## config.mk

```make
export PLATFORM = sky130hd
export DESIGN_NAME = trc_serializer
export DESIGN_NICKNAME = d
export VERILOG_FILES = /design/src/rtl/trc_pkg.sv /design/src/rtl/trc_capture.sv /design/src/rtl/trc_queue.sv /design/src/rtl/trc_shifter.sv /design/src/rtl/trc_serializer.sv
export SDC_FILE = /design/constraint.sdc
export NUM_CORES = 1
export LEC_CHECK = 0
export ABC_CLOCK_PERIOD_IN_PS = 6400
export CAP_MARGIN = 15
export CORE_AREA = 5 5 217 219
export CTS_CLUSTER_DIAMETER = 100
export DETAILED_ROUTE_END_ITERATION = 12
export DIE_AREA = 0 0 222 224
export GPL_TIMING_DRIVEN = 0
export MAX_ROUTING_LAYER = met4
export SLEW_MARGIN = 0
export SYNTH_ARGS = -nofsm -noshare
export SYNTH_HDL_FRONTEND = slang
export SYNTH_HIERARCHICAL = 1
export SYNTH_SLANG_ARGS = --single-unit
```

## constraint.sdc

```tcl
create_clock -name clk -period 6.4 [get_ports clk]
set_clock_uncertainty 0.1 [all_clocks]
set_input_delay 1.28 -clock clk [delete_from_list [all_inputs] [get_ports clk]]
set_output_delay 1.28 -clock clk [all_outputs]
set_load 0.03 [all_outputs]
```

## src/rtl/trc_pkg.sv

```systemverilog
package trc_pkg;
    localparam int unsigned WORD_W        = 32;
    localparam int unsigned WORD_BYTES    = WORD_W / 8;
    localparam int unsigned NIB_W         = 4;
    localparam int unsigned NIBS_PER_BYTE = 8 / NIB_W;
    localparam int unsigned LEN_W         = $clog2(WORD_BYTES + 1);
    localparam int unsigned NCNT_W        = $clog2(WORD_BYTES * NIBS_PER_BYTE + 1);

    typedef enum logic [1:0] {
        SZ_BYTE = 2'b00,
        SZ_WORD = 2'b01,
        SZ_LONG = 2'b10,
        SZ_ALT  = 2'b11
    } op_size_e;

    typedef struct packed {
        logic [WORD_W-1:0] data;
        logic [LEN_W-1:0]  nbytes;
    } trc_item_t;
endpackage

```

## src/rtl/trc_capture.sv

```systemverilog
module trc_capture
    import trc_pkg::*;
(
    input  logic [1:0]        cfg_opnd,
    input  logic [1:0]        cfg_tgt,
    input  logic              op_valid,
    input  logic              op_write,
    input  logic [1:0]        op_size,
    input  logic [WORD_W-1:0] op_data,
    input  logic              br_valid,
    input  logic              br_variant,
    input  logic [WORD_W-1:0] br_target,
    output logic              op_take,
    output trc_item_t         op_item,
    output logic              br_take,
    output trc_item_t         br_item
);
    logic [LEN_W-1:0]  op_len;
    logic [LEN_W-1:0]  br_len;
    logic [WORD_W-1:0] op_mask;
    logic [WORD_W-1:0] br_mask;

    always_comb begin
        case (op_size_e'(op_size))
            SZ_BYTE: op_len = LEN_W'(1);
            SZ_WORD: op_len = LEN_W'(2);
            default: op_len = LEN_W'(WORD_BYTES);
        endcase
        case (cfg_tgt)
            2'b01:   br_len = LEN_W'(2);
            2'b10:   br_len = LEN_W'(3);
            2'b11:   br_len = LEN_W'(4);
            default: br_len = '0;
        endcase
    end

    for (genvar b = 0; b < WORD_BYTES; b++) begin : g_mask
        assign op_mask[b*8 +: 8] = (op_len > LEN_W'(b)) ? 8'hFF : 8'h00;
        assign br_mask[b*8 +: 8] = (br_len > LEN_W'(b)) ? 8'hFF : 8'h00;
    end

    always_comb begin
        op_take        = op_valid && (op_write ? cfg_opnd[0] : cfg_opnd[1]);
        op_item.data   = op_data & op_mask;
        op_item.nbytes = op_len;
        br_take        = br_valid && br_variant && (br_len != '0);
        br_item.data   = br_target & br_mask;
        br_item.nbytes = br_len;
    end
endmodule

```

## src/rtl/trc_queue.sv

```systemverilog
module trc_queue
    import trc_pkg::*;
#(
    parameter int unsigned DEPTH = 8,
    localparam int unsigned PTR_W = $clog2(DEPTH),
    localparam int unsigned CNT_W = $clog2(DEPTH + 1)
) (
    input  logic             clk,
    input  logic             rst_n,
    input  logic             push_a,
    input  trc_item_t        item_a,
    input  logic             push_b,
    input  trc_item_t        item_b,
    input  logic             pop,
    output trc_item_t        head,
    output logic             empty,
    output logic [CNT_W-1:0] count,
    output logic             ovf
);
    typedef struct packed {
        logic [PTR_W-1:0] wr;
        logic [PTR_W-1:0] rd;
        logic [CNT_W-1:0] cnt;
        logic             ovf;
    } q_state_t;

    q_state_t  st_d, st_q;
    trc_item_t mem_d [DEPTH];
    trc_item_t mem_q [DEPTH];

    logic [CNT_W-1:0] space;
    logic             acc_a;
    logic             acc_b;

    function automatic logic [PTR_W-1:0] step(input logic [PTR_W-1:0] p);
        return (p == PTR_W'(DEPTH - 1)) ? '0 : p + PTR_W'(1);
    endfunction

    always_comb begin
        st_d  = st_q;
        mem_d = mem_q;
        space = CNT_W'(DEPTH) - st_q.cnt;
        acc_a = push_a && (space != '0);
        acc_b = push_b && (space >= (acc_a ? CNT_W'(2) : CNT_W'(1)));

        if (acc_a) begin
            mem_d[st_q.wr] = item_a;
        end
        if (acc_b) begin
            mem_d[acc_a ? step(st_q.wr) : st_q.wr] = item_b;
        end
        if (acc_a && acc_b) begin
            st_d.wr = step(step(st_q.wr));
        end else if (acc_a || acc_b) begin
            st_d.wr = step(st_q.wr);
        end
        if (pop) begin
            st_d.rd = step(st_q.rd);
        end
        st_d.cnt = st_q.cnt + CNT_W'(acc_a) + CNT_W'(acc_b) - CNT_W'(pop);
        if ((push_a && !acc_a) || (push_b && !acc_b)) begin
            st_d.ovf = 1'b1;
        end
    end

    always_ff @(posedge clk) begin
        if (!rst_n) begin
            st_q <= '0;
        end else begin
            st_q <= st_d;
        end
    end

    always_ff @(posedge clk) begin
        mem_q <= mem_d;
    end

    assign head  = mem_q[st_q.rd];
    assign empty = (st_q.cnt == '0);
    assign count = st_q.cnt;
    assign ovf   = st_q.ovf;
endmodule

```

## src/rtl/trc_shifter.sv

```systemverilog
module trc_shifter
    import trc_pkg::*;
(
    input  logic              clk,
    input  logic              rst_n,
    input  trc_item_t         head,
    input  logic              empty,
    output logic              pop,
    output logic [NIB_W-1:0]  nib,
    output logic              vld,
    output logic [NCNT_W-1:0] left
);
    typedef struct packed {
        logic              busy;
        logic [WORD_W-1:0] sh;
        logic [NCNT_W-1:0] left;
    } sh_state_t;

    sh_state_t st_d, st_q;

    always_comb begin
        st_d = st_q;
        pop  = !empty && (!st_q.busy || st_q.left == NCNT_W'(1));
        if (st_q.busy) begin
            st_d.sh   = st_q.sh >> NIB_W;
            st_d.left = st_q.left - NCNT_W'(1);
            if (st_q.left == NCNT_W'(1)) begin
                st_d.busy = 1'b0;
            end
        end
        if (pop) begin
            st_d.busy = 1'b1;
            st_d.sh   = head.data;
            st_d.left = NCNT_W'(head.nbytes * NIBS_PER_BYTE);
        end
    end

    always_ff @(posedge clk) begin
        if (!rst_n) begin
            st_q <= '0;
        end else begin
            st_q <= st_d;
        end
    end

    assign nib  = st_q.sh[NIB_W-1:0];
    assign vld  = st_q.busy;
    assign left = st_q.left;
endmodule

```

## src/rtl/trc_serializer.sv

```systemverilog
module trc_serializer
    import trc_pkg::*;
#(
    parameter int unsigned DEPTH = 8,
    localparam int unsigned CNT_W = $clog2(DEPTH + 1)
) (
    input  logic        clk,
    input  logic        rst_n,
    input  logic [1:0]  cfg_opnd,
    input  logic [1:0]  cfg_tgt,
    input  logic        op_valid,
    input  logic        op_write,
    input  logic [1:0]  op_size,
    input  logic [31:0] op_data,
    input  logic        br_valid,
    input  logic        br_variant,
    input  logic [31:0] br_target,
    output logic [3:0]  trc_nib,
    output logic        trc_vld,
    output logic        trc_ovf
);
    logic              op_take;
    logic              br_take;
    trc_item_t         op_item;
    trc_item_t         br_item;
    trc_item_t         q_head;
    logic              q_empty;
    logic              q_pop;
    logic [CNT_W-1:0]  q_count;
    logic [NCNT_W-1:0] sh_left;

    trc_capture u_capture (
        .cfg_opnd   (cfg_opnd),
        .cfg_tgt    (cfg_tgt),
        .op_valid   (op_valid),
        .op_write   (op_write),
        .op_size    (op_size),
        .op_data    (op_data),
        .br_valid   (br_valid),
        .br_variant (br_variant),
        .br_target  (br_target),
        .op_take    (op_take),
        .op_item    (op_item),
        .br_take    (br_take),
        .br_item    (br_item)
    );

    trc_queue #(.DEPTH(DEPTH)) u_queue (
        .clk    (clk),
        .rst_n  (rst_n),
        .push_a (op_take),
        .item_a (op_item),
        .push_b (br_take),
        .item_b (br_item),
        .pop    (q_pop),
        .head   (q_head),
        .empty  (q_empty),
        .count  (q_count),
        .ovf    (trc_ovf)
    );

    trc_shifter u_shifter (
        .clk   (clk),
        .rst_n (rst_n),
        .head  (q_head),
        .empty (q_empty),
        .pop   (q_pop),
        .nib   (trc_nib),
        .vld   (trc_vld),
        .left  (sh_left)
    );
endmodule

```

* Word level (Yosys, flattened, before mapping)
Index checks and enable logic that the tools add are counted.
** Storage, ports and cells
- Register bits after elaboration :: 328
- Latch bits :: 0
- RAM bits :: 0
- Memory bits (read-only) :: 0
- Bits of input ports :: 76
- Output and inout port bits :: 6
- Word-level logic and storage cells :: 117
- Memories :: 0
** Operators by class
- Add/sub/neg operators :: 8
- Multiply operators :: 0
- Div/mod/pow operators :: 0
- Order comparisons :: 14
- Eq/ne operators :: 8
- Shift operators :: 0
- Multiplexer cells :: 32
- Bitwise operators :: 6
- Reduce and logical (&&, ||, !) cells :: 25
** Operator list (count)
- $bwmux W280 :: 2
- $mux W280 :: 2
- $demux W35 S3 :: 2
- $mux W35 :: 4
- $bmux W35 S3 :: 1
- $mux W37 :: 2
- $and A32 B32 Y32 :: 2
- $mux W8 :: 8
- $mux W3 :: 6
- $ge A4 B4 Y1 const B :: 3
- $gt A3 B1 Y1 const B :: 4
- $gt A3 B2 Y1 const B :: 4
- $not A3 Y4 :: 3
- $logic_and A1 B1 Y1 :: 11
- $add A3 B1 Y3 const B :: 3
- $eq A3 B3 Y1 const B :: 3
- $pmux W3 S3 :: 1
- $add A4 B1 Y4 :: 2
- $lt A4 B1 Y1 const B :: 2
- $pmux W3 S2 :: 1
- $eq A2 B1 Y1 const B :: 2
- $eq A2 B2 Y1 const B :: 2
- $eq A4 B1 Y1 const B :: 1
- $ge A4 B4 Y1 :: 1
- 14 further kinds :: 21

* Logic depth before layout (Yosys ltp)
Gate-level depths: netlist (run 1).
- Word-level depth :: 11
- Depth in mapped cells :: 20
- Mapped depth without buffers :: 18

* Modules after synthesis
The synthesis (run 1) kept the hierarchy.
** By module, submodules not included
- trc_queue :: times used 1, cells each 1144, area an instance 15548.7 µm², sequential area each 5825.6 µm²
- trc_shifter :: times used 1, cells each 192, area an instance 1704.1 µm², sequential area each 740.7 µm²
- trc_capture :: times used 1, cells each 83, area an instance 550.5 µm², sequential area each 0.0 µm²

* Worst setup path before layout (run 1)
OpenSTA, ideal clock, no wires.
- Path type :: input to register
- Start point :: input port op_write
- End point :: register u_queue.st_q (netlist bit u_queue/count[2])
- Setup time :: 115 ps
- Data arrival time :: 4013 ps
- Data required time :: 6185 ps
- Setup slack :: 2172 ps
- Cell stages on the path :: 17
- Buffers on the path :: 2
- Path through :: mux2i_1 nor2b_1 o21a_4 buf_12 clkinv_8 ha_1 nand2b_1 a21o_1 nor3_1 nor2b_1 buf_2 inv_2 fa_1 inv_1 fa_1 xnor2_1 and2_1
** Between the ends
- Longest elaborated chain between the ends :: 8
- Elaborated cells on any way between the ends :: 9
- Classes of those cells :: 3 x add/sub; 1 x order compare; 2 x mux; 3 x reduce/logical
** RTL lines
- start, declared :: line trc_serializer.sv:12 : input logic op_write,
- $mux W1 * :: line trc_capture.sv:43 : op_take = op_valid && (op_write ? cfg_opnd[0] : cfg_opnd[1]);
- $logic_and A1 B1 Y1 * :: line trc_capture.sv:43
- via op_take :: line trc_serializer.sv:22 : logic op_take;
- $logic_and A1 B1 Y1 * :: line trc_queue.sv:43 : acc_a = push_a && (space != '0);
- $mux W2 :: line trc_queue.sv:44 : acc_b = push_b && (space >= (acc_a ? CNT_W'(2) : CNT_W'(1)));
- $ge A4 B4 Y1 :: line trc_queue.sv:44
- $logic_and A1 B1 Y1 :: line trc_queue.sv:44
- $add A4 B1 Y4 * :: line trc_queue.sv:60 : st_d.cnt = st_q.cnt + CNT_W'(acc_a) + CNT_W'(acc_b) - CNT_W'(pop);
- $sub A4 B1 Y4 * :: line trc_queue.sv:60
- end signal, assigned :: line trc_queue.sv:70 : st_q <= st_d;
- end, declared :: line trc_queue.sv:27 : q_state_t st_d, st_q;
The timed path passes the listed nets; every way through them passes the cells marked *.
A chain may end at the register's enable or synchronous reset.

==> results of run 1 <==
-- through the flow --
stage	utilization	cells	hold WS [ns]	worst slack, ns
finish	0.4560	2150	0.3572	1.826
global route	0.4560	2150	0.3659	1.669
CTS	0.4551	2147	0.3540	1.776
detailed placement	0.4282	2084	0.3468	1.218
global placement	0.4282	2084	0.3421	1.272
floorplan	-	1411	0.3323	2.172
-- routing by layer --
layer / vias to the layer above / share of wire / track usage
li1: 5498 / - / -
met2: 238 / 0.49 / 0.3440
met5: - / 0 / -
met3: 66 / 0.038 / 0.02202
met1: 5856 / 0.45 / 0.2548
met4: 0 / 0.025 / 0.05886
-- state kept, by name, indices dropped and copies added (netlist names) --
register / count
u_queue/count: 4
u_queue/mem_q: 280
u_queue/ovf: 1
u_queue/st_q: 6
u_shifter/left: 4
u_shifter/nib: 4
u_shifter/st_q: 28
u_shifter/vld: 1
-- worst min-delay path: stages (launching register included) --
cell and delay, ns:
sky130_fd_sc_hd__dfxtp_1 0.31, sky130_fd_sc_hd__nand2_1 0.05, sky130_fd_sc_hd__a21oi_1 0.05
-- report_power, final --
group / total (W) / switching (W) / internal [W]
Combinational: 0.00329 / 0.00146 / 0.00183
Sequential: 0.00295 / 0.000304 / 0.00265
Clock: 0.00215 / 0.000866 / 0.00128
Total: 0.00839 / 0.00263 / 0.00576
-- worst paths after layout --
check / endpoint / cells after the start
worst max-delay path: u_queue/mem_q[240]$_DFF_P_ / 16
worst max register to register: u_queue/mem_q[240]$_DFF_P_ / 17
worst min-delay path: u_shifter/st_q[34]$_SDFFE_PN0P_ / 2
worst min register to register: u_shifter/st_q[34]$_SDFFE_PN0P_ / 2
-- area by class of cell --
class,count,area (um2)
buffer,107,575.6
clock buffer,53,1067
clock inverter,10,138.9
fill,4118,24420
inverter,23,98.84
multi-input combinational,953,10500
sequential,328,6566
tap,600,750.7
timing repair buffer,76,772.0
==> results summary, run 1 <==
The run finished with clean final reports. The number of global-route vias before repair is 12.37k. For the finished layout, the period the worst path requires is 4.574 ns.

Synthesis handed over a netlist of 1411 instances. The floorplan step set the die width to 222 um. Hold repair after CTS inserted 0 buffers. The total I/O pin count came out at 82. The layout overhead on the synthesized area came out at 15.38%. The worst register-to-register path begins at u_queue/count[2]$_SDFF_PN0_. The first global-routing pass estimated 75890 um of wire.

After synthesis, the mean cell area works out to 12.57 um2. The headroom to the max-slew limit is 0.2824. The count of buffer and inverter cells on the critical path is 6. The routed via count divided by cell count came out at 5.422. The required time of the worst setup path came out at about 6.7 ns. The most critical setup path has its startpoint at op_write.

Routability-driven placement finished with a final weighted congestion of 0.8057. The critical path's top delay family is buffers and inverters. The maximum level of the CTS H-tree came out at 2.

The total number of clock tree sinks came out at roughly 330. The number of input and output port buffers inserted came out at 73. The endpoint class of the critical path is a flip-flop. At the pin with the least slew margin, the transition time is between 1 and 1.5 ns. The share of cells above drive strength 1 is 0.5110. Setup slack on the worst reg-to-reg path comes out at 2.39 ns. Static timing analysis puts the maximum clock frequency at 0.2186 GHz. The total overflow reported by the global router is 0. In the final design database the tool counted about 1.6k nets.

The HPWL after detailed placement is between 30000 and 40000 um. The number of placement rows came out at 78. The leakage dissipation came out at 8.391 nW. Summing all placed instances gives a cell area of 19220 um2. The remaining number of nets flagged by the antenna check after routing is 0.

The setup TNS after final layout is 0 ns. The clock latency at the later pin of the worst-skew pair came out at roughly 0.55 ns. Leaving out fill and tap cells, the most frequent cell in the layout is sky130_fd_sc_hd__mux2_2. After detailed routing, the total wire length is 49450 um.

The final total power came out at 0.008388 W. The cell chosen for the clock root is sky130_fd_sc_hd__clkbuf_16. TritonCTS created 38 clock buffers.

The maximum single-stage delay on the critical path came out at 0.54 ns. The buffer levels on the longest clock path came out at 3. The worst hold path begins at u_shifter/st_q[34]$_SDFFE_PN0P_. In the final routed layout, each cell accounts on average for 23.00 um.

The number of warnings reported in the yosys synthesis log came out at 6. The initial DRC count came out at 675. The number of failing hold endpoints at the final stage is 0.

The count of pins over their slew limit is 0. The number of optimization iterations in the first detailed-route pass is 5. 0 antenna diodes ended up in the layout. The startpoint-to-endpoint class of the critical path is in -> reg. Post-CTS repair changed the size of 0 cells. The data arrival time at the worst-slack endpoint is around 5 ns. TritonCTS built the clock tree. In this run the power density over the cells is 409.7 nW/um2.

Clock-pin slew was measured on the worst setup and hold paths at 0.06 ns. The aggregate global-route resource usage came out at 0.2016. The final design area excluding fillers came out at roughly 20000 um2. The number of maximum-capacitance constraint violations came out at 0.

Entering global routing, the biggest net connects 18 pins. The area of the die came out at 49730 um2. The setup-violating endpoint count in the final report is 0.

The worst setup path is launched from an input port. The final clock period utilization by the worst path came out at 0.7148. Detailed routing inserted a total of ~12k vias.

The core area came out at approximately 45000 um2. The initial antenna violation count is 0. The number of design rule violations left after detail routing came out at 0.

The critical path goes through clkdlybuf4s50_1 -> mux2i_1 -> nor2b_1 -> o21a_4 -> buf_12 -> clkinv_8 -> ha_1 -> nand2b_1 -> a21o_1 -> nor3_1 -> nor2b_1 -> buf_2 -> inv_2 -> nor3_4 -> buf_2 -> mux2_2. The maximum fanout encountered on the critical timing path is 10. The area of the mapped netlist came out at 17740 um2. The height of the chip came out at 224 um.

The path class of the tightest hold or removal check is reg -> reg. The number of nets in the synthesized netlist is 1514. The initial core utilization came out at 0.3952. The library cell contributing the largest single delay on the critical path is sky130_fd_sc_hd__nor3_4. Setup repair after global routing left no endpoint under its margin. The library cells used most frequently in the layout, excluding fill and tap cells, are sky130_fd_sc_hd__mux2_2, sky130_fd_sc_hd__dfxtp_1, sky130_fd_sc_hd__clkdlybuf4s50_1. Buffers added to address setup during post-CTS repair amount to 0. Across the VDD grid, the largest voltage drop is 0.1858 mV.
Power figures use the tool's default switching activity.
==> run 2: changes to the inputs <==
- ABC_CLOCK_PERIOD_IN_PS: 6400 -> 4100
- clock period: 6.4 -> 4.1 ns (I/O delays scaled with it)
==> run 2 against run 1 <==
Global-route usage hardly changed. Power is 57% higher. Register-to-register slack worse by 2.2 ns. Largest cell class unchanged. Routed wire length is 0.50% higher.
==> results summary, run 2 (synthesis gave the netlist of run 1 again) <==
The run finished with clean final reports. The final design area excluding fillers is 20570 um2 (+0.46%). The count of pins over their slew limit is 0 (unchanged). Setup repair after global routing left no endpoint under its margin. The maximum single-stage delay on the critical path came out at 0.47 ns (-0.07 ns). The critical path's top delay family is buffers and inverters.

The number of cells in the design after placement is 2084 (unchanged). The worst hold path cell count was 2 (unchanged). The net switching power was 0.004117 W (+57%). The setup-violating endpoint count in the final report came out at 0 (unchanged). The sequential share of power came to 0.351 (about the same). Ranked by flip-flop count, first place goes to u_queue/mem_q. The height of the chip came out at 224 um (unchanged). The number of nets in the final layout came to 1636 (+0.37%). The number of failing hold endpoints at the final stage is 0 (unchanged). The power density of the placed cells came out at 638.6 nW/um2 (+56%). The area of the die is 49730 um2 (unchanged). The remaining number of nets flagged by the antenna check after routing is 0 (unchanged). The fmax is between 0.2 and 0.3 GHz.

The share of cells above drive strength 1 came to 0.5141 (+0.003171). The total wire length after detailed routing is 49700 um (+0.50%). STA classifies the critical path startpoint as an input port. The setup path with the least slack is of type in -> reg. The setup TNS after final layout came out at 0 ns (unchanged).

The count of buffer and inverter cells on the critical path came out at 7 (+1). The initial DRC count is 712 (+5.5%). The final total power came out at 0.01313 W (+57%). The combinational share of power is 0.394 (+0.002). The buffer levels on the longest clock path is 3 (unchanged). TritonCTS built the clock tree. The cell area after placement is 19220 um2 (unchanged). The final cell count without fillers was 2157 (+0.33%). The maximum number of pins on one net before global-route repair came out at 18 (unchanged). The initial antenna violation count is 0 (unchanged).

The maximum fanout encountered on the critical timing path came out at 10 (unchanged). The slew at the pin closest to its max-slew limit came out at 1.066 ns (-0.009472 ns). The clock-pin transition on the worst setup and hold timing paths came out at 0.06 ns (about the same). The layout overhead on the synthesized area came out at 15.91%. The HPWL reported at the end of detailed placement is 32880 um (unchanged).

The total overflow reported by the global router is 0 (unchanged). The leakage dissipation is 8.433 nW (+0.51%). The average wire per standard cell came out at 23.04 um (+0.18%). The number of placement rows came out at 78 (unchanged). The total internal power is 0.009017 W (+57%). The switching share of power is 0.3134 (about the same). The number of buffers inserted by hold repair at cts is 0 (unchanged). The total I/O pin count is 82 (unchanged). The core area came out at 44890 um2 (unchanged). The weighted congestion reported at the end of routability-driven placement is 0.8057 (unchanged). The number of design rule violations left after detail routing is 0 (unchanged). The number of optimization iterations in the first detailed-route pass came to 5 (unchanged). The first-pass GRT wire length came to 75870 um (about the same). The signal on the critical path passes through clkdlybuf4s50_1 -> mux2i_1 -> nor2b_2 -> o21a_4 -> buf_12 -> clkinv_8 -> ha_1 -> nand2b_1 -> a21o_1 -> nor3_2 -> nor2b_1 -> buf_2 -> clkinv_2 -> nor3_4 -> buf_12 -> buf_2 -> mux2_2. The aggregate global-route resource usage came out at 0.2020 (+0.0004004). The final clock period utilization by the worst path is 0.9484. The number of global-route vias before repair is 12.37k (unchanged). The final core utilization was 0.4581 (+0.002090). The path length in cells of the critical path is 17 (+1).

The cell chosen for the clock root is sky130_fd_sc_hd__clkbuf_16. The required time of the worst setup path is 4.43 ns (-2.29 ns). Among all stages on the critical path, the largest delay is contributed by sky130_fd_sc_hd__clkdlybuf4s50_1.

The number of maximum-capacitance constraint violations was 0 (unchanged). The clock network power share was 0.255 (about the same). The library cell used most frequently in the layout, excluding fill and tap cells, is sky130_fd_sc_hd__mux2_2. The chip width came out at 222 um (unchanged).

The total number of vias came out at 11.75k (+0.76%). STA classifies the critical path endpoint as a flip-flop. The initial core utilization was 0.3952 (unchanged).

The headroom to the max-slew limit is 0.2895 (+0.007085). The routed via count divided by cell count came out at 5.446 (+0.44%). The clock period could shrink to just under 4 ns. The clock latency at the later pin of the worst-skew pair is 0.55 ns (about the same). In the final layout, the registers with the most flip-flops are u_queue/mem_q (280), u_shifter/st_q (28), u_queue/st_q (6). The largest voltage drop on the vdd net came out at 0.2902 mV (+56%). In the layout the commonest cells are sky130_fd_sc_hd__mux2_2, sky130_fd_sc_hd__dfxtp_1, sky130_fd_sc_hd__clkdlybuf4s50_1. The number of input and output port buffers inserted was 73 (unchanged). The total number of clock tree sinks was 328 (unchanged).

The data arrival time at the worst-slack endpoint came out at 4.22 ns (-0.68 ns). The number of buffers added by the clock tree synthesis step is 38 (unchanged). The number of cells traversed by the worst register-to-register path is 18 (+1). The maximum level of the CTS H-tree is 2 (unchanged). The path class of the tightest hold or removal check is reg -> reg. The number of flip-flops under the largest register name came out at 280 (unchanged).
## run 2: final timing paths
kind | from | to | slack [ns]
max | op_write | u_queue/mem_q[228]$_DFF_P_ | 0.21
min | u_shifter/st_q[34]$_SDFFE_PN0P_ | u_shifter/st_q[34]$_SDFFE_PN0P_ | 0.36
max reg2reg | u_queue/count[2]$_SDFF_PN0_ | u_queue/mem_q[228]$_DFF_P_ | 0.22
min reg2reg | u_shifter/st_q[34]$_SDFFE_PN0P_ | u_shifter/st_q[34]$_SDFFE_PN0P_ | 0.36
## run 2: cell type report
cell class,count,area [um2]
plain buffers,107,575.6
repair buffers,82,854.6
flip-flops and latches,328,6566
fillers,4109,24330
multi-input cells,953,10510
diodes,1,2.502
clock buffers,53,1067
clock inverters,10,138.9
inverters,23,100.1
well taps,600,750.7
## run 2: tightest hold or removal path, cell delays in order (launching register included)
cell                      delay [ns]
sky130_fd_sc_hd__dfxtp_1        0.31
sky130_fd_sc_hd__nand2_1        0.05
sky130_fd_sc_hd__a21oi_1        0.05
## run 2: stage by stage
stage | hold WS, ns | setup slack, ns
2_1_floorplan | 0.3323 | 0.3323
3_3_place_gp | 0.3421 | -0.5675
3_5_place_dp | 0.3468 | -0.6223
4_1_cts | 0.3540 | 0.002038
5_1_grt | 0.3659 | 0.02969
6_report | 0.3581 | 0.2115
## run 2: what timing repair did
item / CTS / global route
pin swaps: 2 / 2
setup buffers: 2 / 4
setup endpoints to repair: 33 / 67
gates resized for setup: 0 / 3
## run 2: per-layer routing
metal  global-route usage  vias up  part of all wire
met2               0.3428      260              0.49
met4              0.06264        0             0.028
met5                    -        -                 0
li1                     -     5508                 -
met1               0.2549     5897              0.44
met3              0.02267       82             0.034
## run 2: power groups by stage
stage	logic [W]	registers (W)	clock network, W
after detailed placement	0.00509	0.00466	0
after global placement	0.00497	0.00462	0
after CTS	0.00512	0.00460	0.00343
final	0.00518	0.00461	0.00334
after global routing	0.00559	0.00470	0.00355
after floorplan	0.00394	0.00450	0
